$ cat config.mk
export PLATFORM = sky130hd
export DESIGN_NAME = fuselock_writer
export DESIGN_NICKNAME = d
export VERILOG_FILES = /design/src/rtl/fl_pkg.sv /design/src/rtl/fl_sync.sv /design/src/rtl/fl_phase.sv /design/src/rtl/fl_watch.sv /design/src/rtl/fuselock_writer.sv
export SDC_FILE = /design/constraint.sdc
export NUM_CORES = 1
export LEC_CHECK = 0
export BUFFER_PORTS_ARGS = -buffer_cell sky130_fd_sc_hd__buf_2
export CAP_MARGIN = 0
export CORE_MARGIN = 1
export CORE_UTILIZATION = 60
export CTS_CLUSTER_SIZE = 16
export DETAILED_ROUTE_END_ITERATION = 12
export HOLD_SLACK_MARGIN = 0.08
export PLACE_DENSITY = 0.81
export SKIP_LAST_GASP = 1
export SYNTH_ARGS = -nofsm -noshare
export SYNTH_HDL_FRONTEND = slang
export SYNTH_HIERARCHICAL = 1
export SYNTH_SLANG_ARGS = --single-unit
$ cat constraint.sdc
create_clock -name clk -period 6.2 [get_ports clk]
set_input_delay 1.24 -clock clk [delete_from_list [all_inputs] [get_ports clk]]
set_output_delay 1.24 -clock clk [all_outputs]
set_load 0.01 [all_outputs]
$ cat src/rtl/fl_pkg.sv
package fl_pkg;

   typedef enum logic [3:0] {
      ST_IDLE, ST_SETUP, ST_CLKHI, ST_CLKLO,
      ST_BANK, ST_STROBE, ST_HOLD, ST_BLANK, ST_WAIT
   } fl_state_e;

   localparam logic [7:0] CMD_FUSE  = 8'h40;
   localparam logic [7:0] CMD_LOCK  = 8'h20;
   localparam logic [1:0] MODE_NONE = 2'b00;
   localparam logic [1:0] MODE_DATA = 2'b01;
   localparam logic [1:0] MODE_CMD  = 2'b10;

   // Round a nanosecond minimum up to whole clock cycles, never below one.
   function automatic int ns_to_cyc(input longint clk_hz, input longint ns);
      longint r;
      r = (ns * clk_hz + 64'sd999_999_999) / 64'sd1_000_000_000;
      return (r < 1) ? 1 : int'(r);
   endfunction

   function automatic logic [7:0] cmd_for(input logic [1:0] t);
      return t[1] ? CMD_LOCK : CMD_FUSE;
   endfunction

   function automatic logic [1:0] sel_for(input logic [1:0] t);
      return (t == 2'b01) ? 2'b01 : 2'b00;
   endfunction

endpackage

$ cat src/rtl/fl_sync.sv
module fl_sync #(
   parameter int STAGES = 2
) (
   input  logic clk,
   input  logic rst_n,
   input  logic d,
   output logic q
);
   generate
      if (STAGES < 2) begin : g_bad_stages
         $error("fl_sync: STAGES must be at least 2");
      end
   endgenerate

   logic [STAGES-1:0] sh;

   always_ff @(posedge clk or negedge rst_n) begin
      if (!rst_n) sh <= '0;
      else        sh <= {sh[STAGES-2:0], d};
   end

   assign q = sh[STAGES-1];
endmodule

$ cat src/rtl/fl_phase.sv
module fl_phase #(
   parameter int W = 8
) (
   input  logic         clk,
   input  logic         rst_n,
   input  logic         load,
   input  logic [W-1:0] len,
   output logic         zero
);
   logic [W-1:0] cnt;

   always_ff @(posedge clk or negedge rst_n) begin
      if (!rst_n)          cnt <= '0;
      else if (load)       cnt <= len - W'(1);
      else if (cnt != '0)  cnt <= cnt - W'(1);
   end

   assign zero = (cnt == '0);
endmodule

$ cat src/rtl/fl_watch.sv
module fl_watch #(
   parameter int SHORT_CYC = 1000,
   parameter int LONG_CYC  = 2000
) (
   input  logic clk,
   input  logic rst_n,
   input  logic arm,
   input  logic long_sel,
   output logic expired
);
   localparam int W = $clog2(LONG_CYC + 1);

   generate
      if (LONG_CYC < SHORT_CYC) begin : g_bad_limits
         $error("fl_watch: LONG_CYC must not be below SHORT_CYC");
      end
   endgenerate

   logic [W-1:0] cnt;
   logic [W-1:0] lim;

   always_ff @(posedge clk or negedge rst_n) begin
      if (!rst_n) begin
         cnt <= '0;
         lim <= '0;
      end else if (arm) begin
         cnt <= '0;
         lim <= long_sel ? W'(LONG_CYC) : W'(SHORT_CYC);
      end else if (cnt != lim) begin
         cnt <= cnt + W'(1);
      end
   end

   assign expired = (cnt == lim);

   assert_cnt_bound_R8: assert property (@(posedge clk) disable iff (!rst_n)
      cnt <= lim);
endmodule

$ cat src/rtl/fuselock_writer.sv
module fuselock_writer
   import fl_pkg::*;
#(
   parameter int unsigned CLK_HZ       = 50_000_000,
   parameter int unsigned TMO_SHORT_US = 4600,
   parameter int unsigned TMO_LONG_US  = 9200,
   parameter int          SYNC_STAGES  = 2
) (
   input  logic       clk,
   input  logic       rst_n,
   input  logic       start,
   input  logic [1:0] target,
   input  logic [7:0] value,
   input  logic       long_wait,
   input  logic       tgt_ready,
   output logic [1:0] addr_mode,
   output logic [1:0] byte_sel,
   output logic       load_clk,
   output logic       strobe_n,
   output logic [7:0] data_out,
   output logic       data_oe,
   output logic       busy,
   output logic       done,
   output logic       err
);
   localparam int SET_CYC   = ns_to_cyc(longint'(CLK_HZ), 67);
   localparam int PULSE_CYC = ns_to_cyc(longint'(CLK_HZ), 150);
   localparam int GAP_CYC   = ns_to_cyc(longint'(CLK_HZ), 200);
   localparam int BLANK_CYC = ns_to_cyc(longint'(CLK_HZ), 1000);
   localparam int LO_CYC    = (GAP_CYC > 2 * SET_CYC) ? GAP_CYC - SET_CYC : SET_CYC;
   localparam int SHORT_CYC = int'(longint'(TMO_SHORT_US) * longint'(CLK_HZ) / 64'sd1_000_000);
   localparam int LONG_CYC  = int'(longint'(TMO_LONG_US) * longint'(CLK_HZ) / 64'sd1_000_000);
   localparam int PH_MAX    = BLANK_CYC + PULSE_CYC + LO_CYC + SET_CYC;
   localparam int PW        = $clog2(PH_MAX + 1) + 1;

   generate
      if (SHORT_CYC <= PULSE_CYC + SET_CYC + BLANK_CYC) begin : g_bad_tmo
         $error("fuselock_writer: short limit shorter than strobe plus blanking");
      end
   endgenerate

   fl_state_e    st_q, st_d;
   logic         second_q, second_d;
   logic [1:0]   tgt_q, tgt_d;
   logic [7:0]   val_q, val_d;
   logic         long_q;
   logic         ph_load, ph_zero;
   logic [PW-1:0] ph_len;
   logic         arm, expired, rdy_s;
   logic         fin_ok, fin_bad;

   fl_sync #(.STAGES(SYNC_STAGES)) u_sync (
      .clk(clk), .rst_n(rst_n), .d(tgt_ready), .q(rdy_s));

   fl_phase #(.W(PW)) u_phase (
      .clk(clk), .rst_n(rst_n), .load(ph_load), .len(ph_len), .zero(ph_zero));

   fl_watch #(.SHORT_CYC(SHORT_CYC), .LONG_CYC(LONG_CYC)) u_watch (
      .clk(clk), .rst_n(rst_n), .arm(arm), .long_sel(long_q), .expired(expired));

   wire accept = (st_q == ST_IDLE) && start;
   assign tgt_d = accept ? target : tgt_q;
   assign val_d = accept ? value  : val_q;

   always_comb begin
      st_d     = st_q;
      second_d = second_q;
      ph_load  = 1'b0;
      ph_len   = PW'(SET_CYC);
      arm      = 1'b0;
      fin_ok   = 1'b0;
      fin_bad  = 1'b0;
      case (st_q)
         ST_IDLE:   if (start) begin
                       st_d = ST_SETUP; second_d = 1'b0; ph_load = 1'b1;
                    end
         ST_SETUP:  if (ph_zero) begin
                       st_d = ST_CLKHI; ph_load = 1'b1; ph_len = PW'(PULSE_CYC);
                    end
         ST_CLKHI:  if (ph_zero) begin
                       st_d = ST_CLKLO; ph_load = 1'b1; ph_len = PW'(LO_CYC);
                    end
         ST_CLKLO:  if (ph_zero) begin
                       ph_load = 1'b1;
                       if (!second_q) begin
                          st_d = ST_SETUP; second_d = 1'b1;
                       end else begin
                          st_d = ST_BANK;
                       end
                    end
         ST_BANK:   if (ph_zero) begin
                       st_d = ST_STROBE; ph_load = 1'b1; ph_len = PW'(PULSE_CYC); arm = 1'b1;
                    end
         ST_STROBE: if (ph_zero) begin
                       st_d = ST_HOLD; ph_load = 1'b1;
                    end
         ST_HOLD:   if (ph_zero) begin
                       st_d = ST_BLANK; ph_load = 1'b1; ph_len = PW'(BLANK_CYC);
                    end
         ST_BLANK:  if (ph_zero) st_d = ST_WAIT;
         ST_WAIT:   if (rdy_s) begin
                       st_d = ST_IDLE; fin_ok = 1'b1;
                    end else if (expired) begin
                       st_d = ST_IDLE; fin_bad = 1'b1;
                    end
         default:   st_d = ST_IDLE;
      endcase
   end

   always_ff @(posedge clk or negedge rst_n) begin
      if (!rst_n) begin
         st_q     <= ST_IDLE;
         second_q <= 1'b0;
         tgt_q    <= 2'b00;
         val_q    <= 8'h00;
         long_q   <= 1'b0;
      end else begin
         st_q     <= st_d;
         second_q <= second_d;
         tgt_q    <= tgt_d;
         val_q    <= val_d;
         if (accept) long_q <= long_wait;
      end
   end

   // Pin outputs are registered from the next-state decode so they leave flops cleanly.
   always_ff @(posedge clk or negedge rst_n) begin
      if (!rst_n) begin
         addr_mode <= MODE_NONE;
         byte_sel  <= 2'b00;
         load_clk  <= 1'b0;
         strobe_n  <= 1'b1;
         data_out  <= 8'h00;
         data_oe   <= 1'b0;
         busy      <= 1'b0;
         done      <= 1'b0;
         err       <= 1'b0;
      end else begin
         addr_mode <= MODE_NONE;
         byte_sel  <= 2'b00;
         load_clk  <= 1'b0;
         strobe_n  <= 1'b1;
         data_out  <= 8'h00;
         data_oe   <= 1'b0;
         busy      <= (st_d != ST_IDLE);
         done      <= fin_ok;
         err       <= fin_bad;
         case (st_d)
            ST_SETUP, ST_CLKHI, ST_CLKLO: begin
               data_oe   <= 1'b1;
               addr_mode <= second_d ? MODE_DATA : MODE_CMD;
               data_out  <= second_d ? val_d : cmd_for(tgt_d);
               load_clk  <= (st_d == ST_CLKHI);
            end
            ST_BANK, ST_STROBE, ST_HOLD, ST_BLANK, ST_WAIT: begin
               data_oe  <= 1'b1;
               data_out <= val_d;
               byte_sel <= sel_for(tgt_d);
               strobe_n <= (st_d != ST_STROBE);
            end
            default: ;
         endcase
      end
   end

   assert_sel_stable_R5: assert property (@(posedge clk) disable iff (!rst_n)
      (!strobe_n && $past(!strobe_n)) |-> $stable(byte_sel));
   assert_no_load_in_strobe_R3: assert property (@(posedge clk) disable iff (!rst_n)
      !(load_clk && !strobe_n));
   assert_one_outcome_R7: assert property (@(posedge clk) disable iff (!rst_n)
      !(done && err));
   assert_done_after_ready_R7: assert property (@(posedge clk) disable iff (!rst_n)
      done |-> $past(rdy_s));
   assert_start_ignored_R9: assert property (@(posedge clk) disable iff (!rst_n)
      (st_q != ST_IDLE) |=> $stable(tgt_q) && $stable(val_q));
endmodule

==> results.ini <==
[sta]
max_slew_margin=0.460
fin_skew_ns=0.00968
worst_slack_ns=3.01
timing.final.hold_violations=0
max_freq_mhz=314
rsz0062_at_grt=no
final_max_slew_viol_count=0
post-route-period-util=0.514
timing_worst_slew_pin_value_ns=0.810
final_critical_path_time_including_i_o_delays_and_setup_ns=3.19
timing.setup.tns_ns=0
setup_viols_final=0

[cells_and_area]
n_antenna_cell=0
layout_commonest_cell=sky130_fd_sc_hd__dfrtp_1
storage_element_area_sq_mm=0.00163
area_of_the_multi_input_gates_sq_mm=0.00156
layout_common_cells=sky130_fd_sc_hd__dfrtp_1, sky130_fd_sc_hd__buf_2, sky130_fd_sc_hd__nor2_1
final_util=0.709
final_area_sq_mm=0.00369
flow.area_growth_from_synthesis_pct=12.0
fill_cells=395
nNetsFinal=358
fraction_of_final_layout_cells_sized_beyond_drive_strength_1=0.258

[clock_tree]
cts_tree=done
cts_inserted_buffers=9
cts.repair_timing.setup_buffer_count=0
cts.sink_count=65
clockBufferDepth=2
cts-hold-fix-buffers=0
post_cts_resize_count=0
cts.clk_slew.worst_paths_ns=0.07
clock_tree.root_cell=sky130_fd_sc_hd__clkbuf_8
clock_insertion_delay_worst_skew_ns=0.34
cts-htree-levels=3

[route]
drc_errors=0
routed_via_density=5.68
drt_first_pass_iters=4
drt-wirelength-per-cell_microns=15.0
routed-via-count=2359
detail_route.wirelength_microns=6220
detailedRoute.firstIterationViolations=152
drt.antenna.violating_nets=0

[critical_path]
worst-setup-path-type=flop to flop
worstSetupStartpointType=flop
cp_data_required_time_ns=6.43
worstPathArrival_ns=3.42
crit_fanout=17
worstSetupEndpointType=flop

[grt]
overall_fraction_of_global_route_tracks_in_use=0.241
first_global_vias=2342
antenna_found_initial=0
globalRouteOverflowTotal=0
grt_start_max_net_pins=66
grt_first_pass_wirelength_microns=11000

[placed_design]
placement.io_buffers=31
place_worst_setup_slack_ns=2.99
final_replace_weighted_congestion=0.773
dpl-instance-area_sq_mm=0.00349
dp_hpwl_microns=4150

[yosys]
netlist_area_sq_mm=0.00329
synth.yosys.seq_area_share=0.494
synth_seq_cells=65
portion_of_synthesized_cell_area_occupied_by_the_leading_cell_type=0.487
synthArstFlopShare=1.00
syn_inst=303
synth_top_cell_by_area=sky130_fd_sc_hd__dfrtp_1
synth_warn=6
most_frequently_used_flop_master_after_synthesis=sky130_fd_sc_hd__dfrtp_1
yosysUniqueCellTypes=66
avgSynthCellArea_sq_um=10.9
number_of_enable_type_register_cells_in_the_synthesized_netlist=0
ys_top_cells_by_area=sky130_fd_sc_hd__dfrtp_1, sky130_fd_sc_hd__mux2_2, sky130_fd_sc_hd__nor2_1, sky130_fd_sc_hd__xnor2_1, sky130_fd_sc_hd__xor2_1

[die]
std_cell_rows=26
die_footprint_sq_mm=0.00579
fp.coreArea_sq_mm=0.00520
boundaryPins=33
width_of_the_die_microns=76.1
die-height_microns=76.1
start_util=0.632

[power]
p_per_area_mw_per_mm2=417
power_leakage_nw=1.72
vdd_ir_drop_max_uv=329

[flow_run]
cap_violations=0

[outcome]
status=finished clean

[hold_path]
holdCritPathClass=flop to flop

## per-layer routing
| layer | share of wire | track usage | vias to the layer above |
|---|---|---|---|
| met5 | 0 | 0 | - |
| met4 | 0.018 | 0.104 | 0 |
| met3 | 0.050 | 0.0611 | 11 |
| met2 | 0.48 | 0.383 | 62 |
| met1 | 0.45 | 0.316 | 1148 |
| li1 | - | - | 1138 |
## area by class of cell
cell class,count,area share
inverters,11,0.0112
flip-flops and latches,65,0.441
clock inverters,7,0.0190
repair buffers,34,0.0482
clock buffers,9,0.0336
well taps,70,0.0237
multi-input cells,219,0.423
## final timing paths
check                      cells after the start  slack (ns)                        from                         end
max in group asynchronous                      2        4.60                       rst_n       data_out[0]$_DFF_PN0_
hold reg to reg                                0        0.36      u_sync/sh[0]$_DFF_PN0_      u_sync/sh[1]$_DFF_PN0_
hold / removal                                 0        0.36      u_sync/sh[0]$_DFF_PN0_      u_sync/sh[1]$_DFF_PN0_
min in group asynchronous                      2        1.07                       rst_n  u_phase/cnt[7]$_DFFE_PN0P_
setup reg to reg                              10        3.01  u_phase/cnt[2]$_DFFE_PN0P_  u_phase/cnt[4]$_DFFE_PN0P_
setup / recovery                              10        3.01  u_phase/cnt[2]$_DFFE_PN0P_  u_phase/cnt[4]$_DFFE_PN0P_
## cell usage after synthesis, types with 3 or more instances
master	n
sky130_fd_sc_hd__dfrtp_1	64
sky130_fd_sc_hd__nor2_1	29
sky130_fd_sc_hd__nand2_1	19
sky130_fd_sc_hd__mux2_2	12
sky130_fd_sc_hd__inv_1	11
sky130_fd_sc_hd__xnor2_1	11
sky130_fd_sc_hd__nand3_1	10
sky130_fd_sc_hd__a21oi_1	9
sky130_fd_sc_hd__nor2b_1	9
sky130_fd_sc_hd__xor2_1	9
sky130_fd_sc_hd__nand4_1	8
sky130_fd_sc_hd__nor3_1	8
sky130_fd_sc_hd__mux2i_1	7
sky130_fd_sc_hd__clkbuf_1	6
sky130_fd_sc_hd__o21ai_0	6
sky130_fd_sc_hd__or4_1	6
sky130_fd_sc_hd__and3_1	5
sky130_fd_sc_hd__buf_6	5
sky130_fd_sc_hd__or3_1	4
sky130_fd_sc_hd__ha_1	3
sky130_fd_sc_hd__nand2b_1	3
sky130_fd_sc_hd__o21a_1	3
sky130_fd_sc_hd__o21ai_1	3
sky130_fd_sc_hd__o31ai_1	3
## through the flow
step | cells | power [W] | hold slack (ns)
after floorplan | 309 | 0.00107 | 0.331
after global placement | 399 | 0.00115 | 0.333
after detailed placement | 399 | 0.00119 | 0.348
after CTS | 415 | 0.00155 | 0.364
after global routing | 415 | 0.00164 | 0.368
final | 415 | 0.00154 | 0.364
## logic make-up after synthesis
| logic type | count (synthesis) | synth area share |
|---|---|---|
| mux | 21 | 0.0703 |
| other cells | 1 | 0.00114 |
| simple gates | 125 | 0.231 |
| buf+inv | 25 | 0.0418 |
| flops | 65 | 0.494 |
| fa+ha+maj | 3 | 0.0114 |
| xor+xnor | 20 | 0.0532 |
| compound gates | 43 | 0.0965 |
## registers in the layout (all words and copies together), names as in the netlist, 2 cells and up
| name | cells |
|---|---|
| u_watch/cnt | 19 |
| u_phase/cnt | 8 |
| data_out | 8 |
| tgt_q | 2 |
| u_watch/lim | 3 |
| val_q | 8 |
| u_sync/sh | 2 |
| st_q | 4 |
| addr_mode | 2 |
## critical path, cell delays in order (launching register included)
cell and delay [ns]:
sky130_fd_sc_hd__dfrtp_1 0.42, sky130_fd_sc_hd__or4_4 0.62, sky130_fd_sc_hd__nor2_8 0.24, sky130_fd_sc_hd__nor2_1 0.09, sky130_fd_sc_hd__a2111oi_2 0.34, sky130_fd_sc_hd__buf_4 0.29, sky130_fd_sc_hd__mux2i_1 0.24, sky130_fd_sc_hd__ha_1 0.27
sky130_fd_sc_hd__o21ai_0 0.18, sky130_fd_sc_hd__xnor2_1 0.17, sky130_fd_sc_hd__a22o_1 0.21
## report_power, final
group	switching (W)	total, W	leakage (nW)	internal, W
combinational	0.000278	0.000532	0.795	0.000254
sequential	0.000106	0.000651	0.830	0.000545
clock	0.000169	0.000354	0.0994	0.000185
Note: power is estimated with default switching activity, not from simulation.
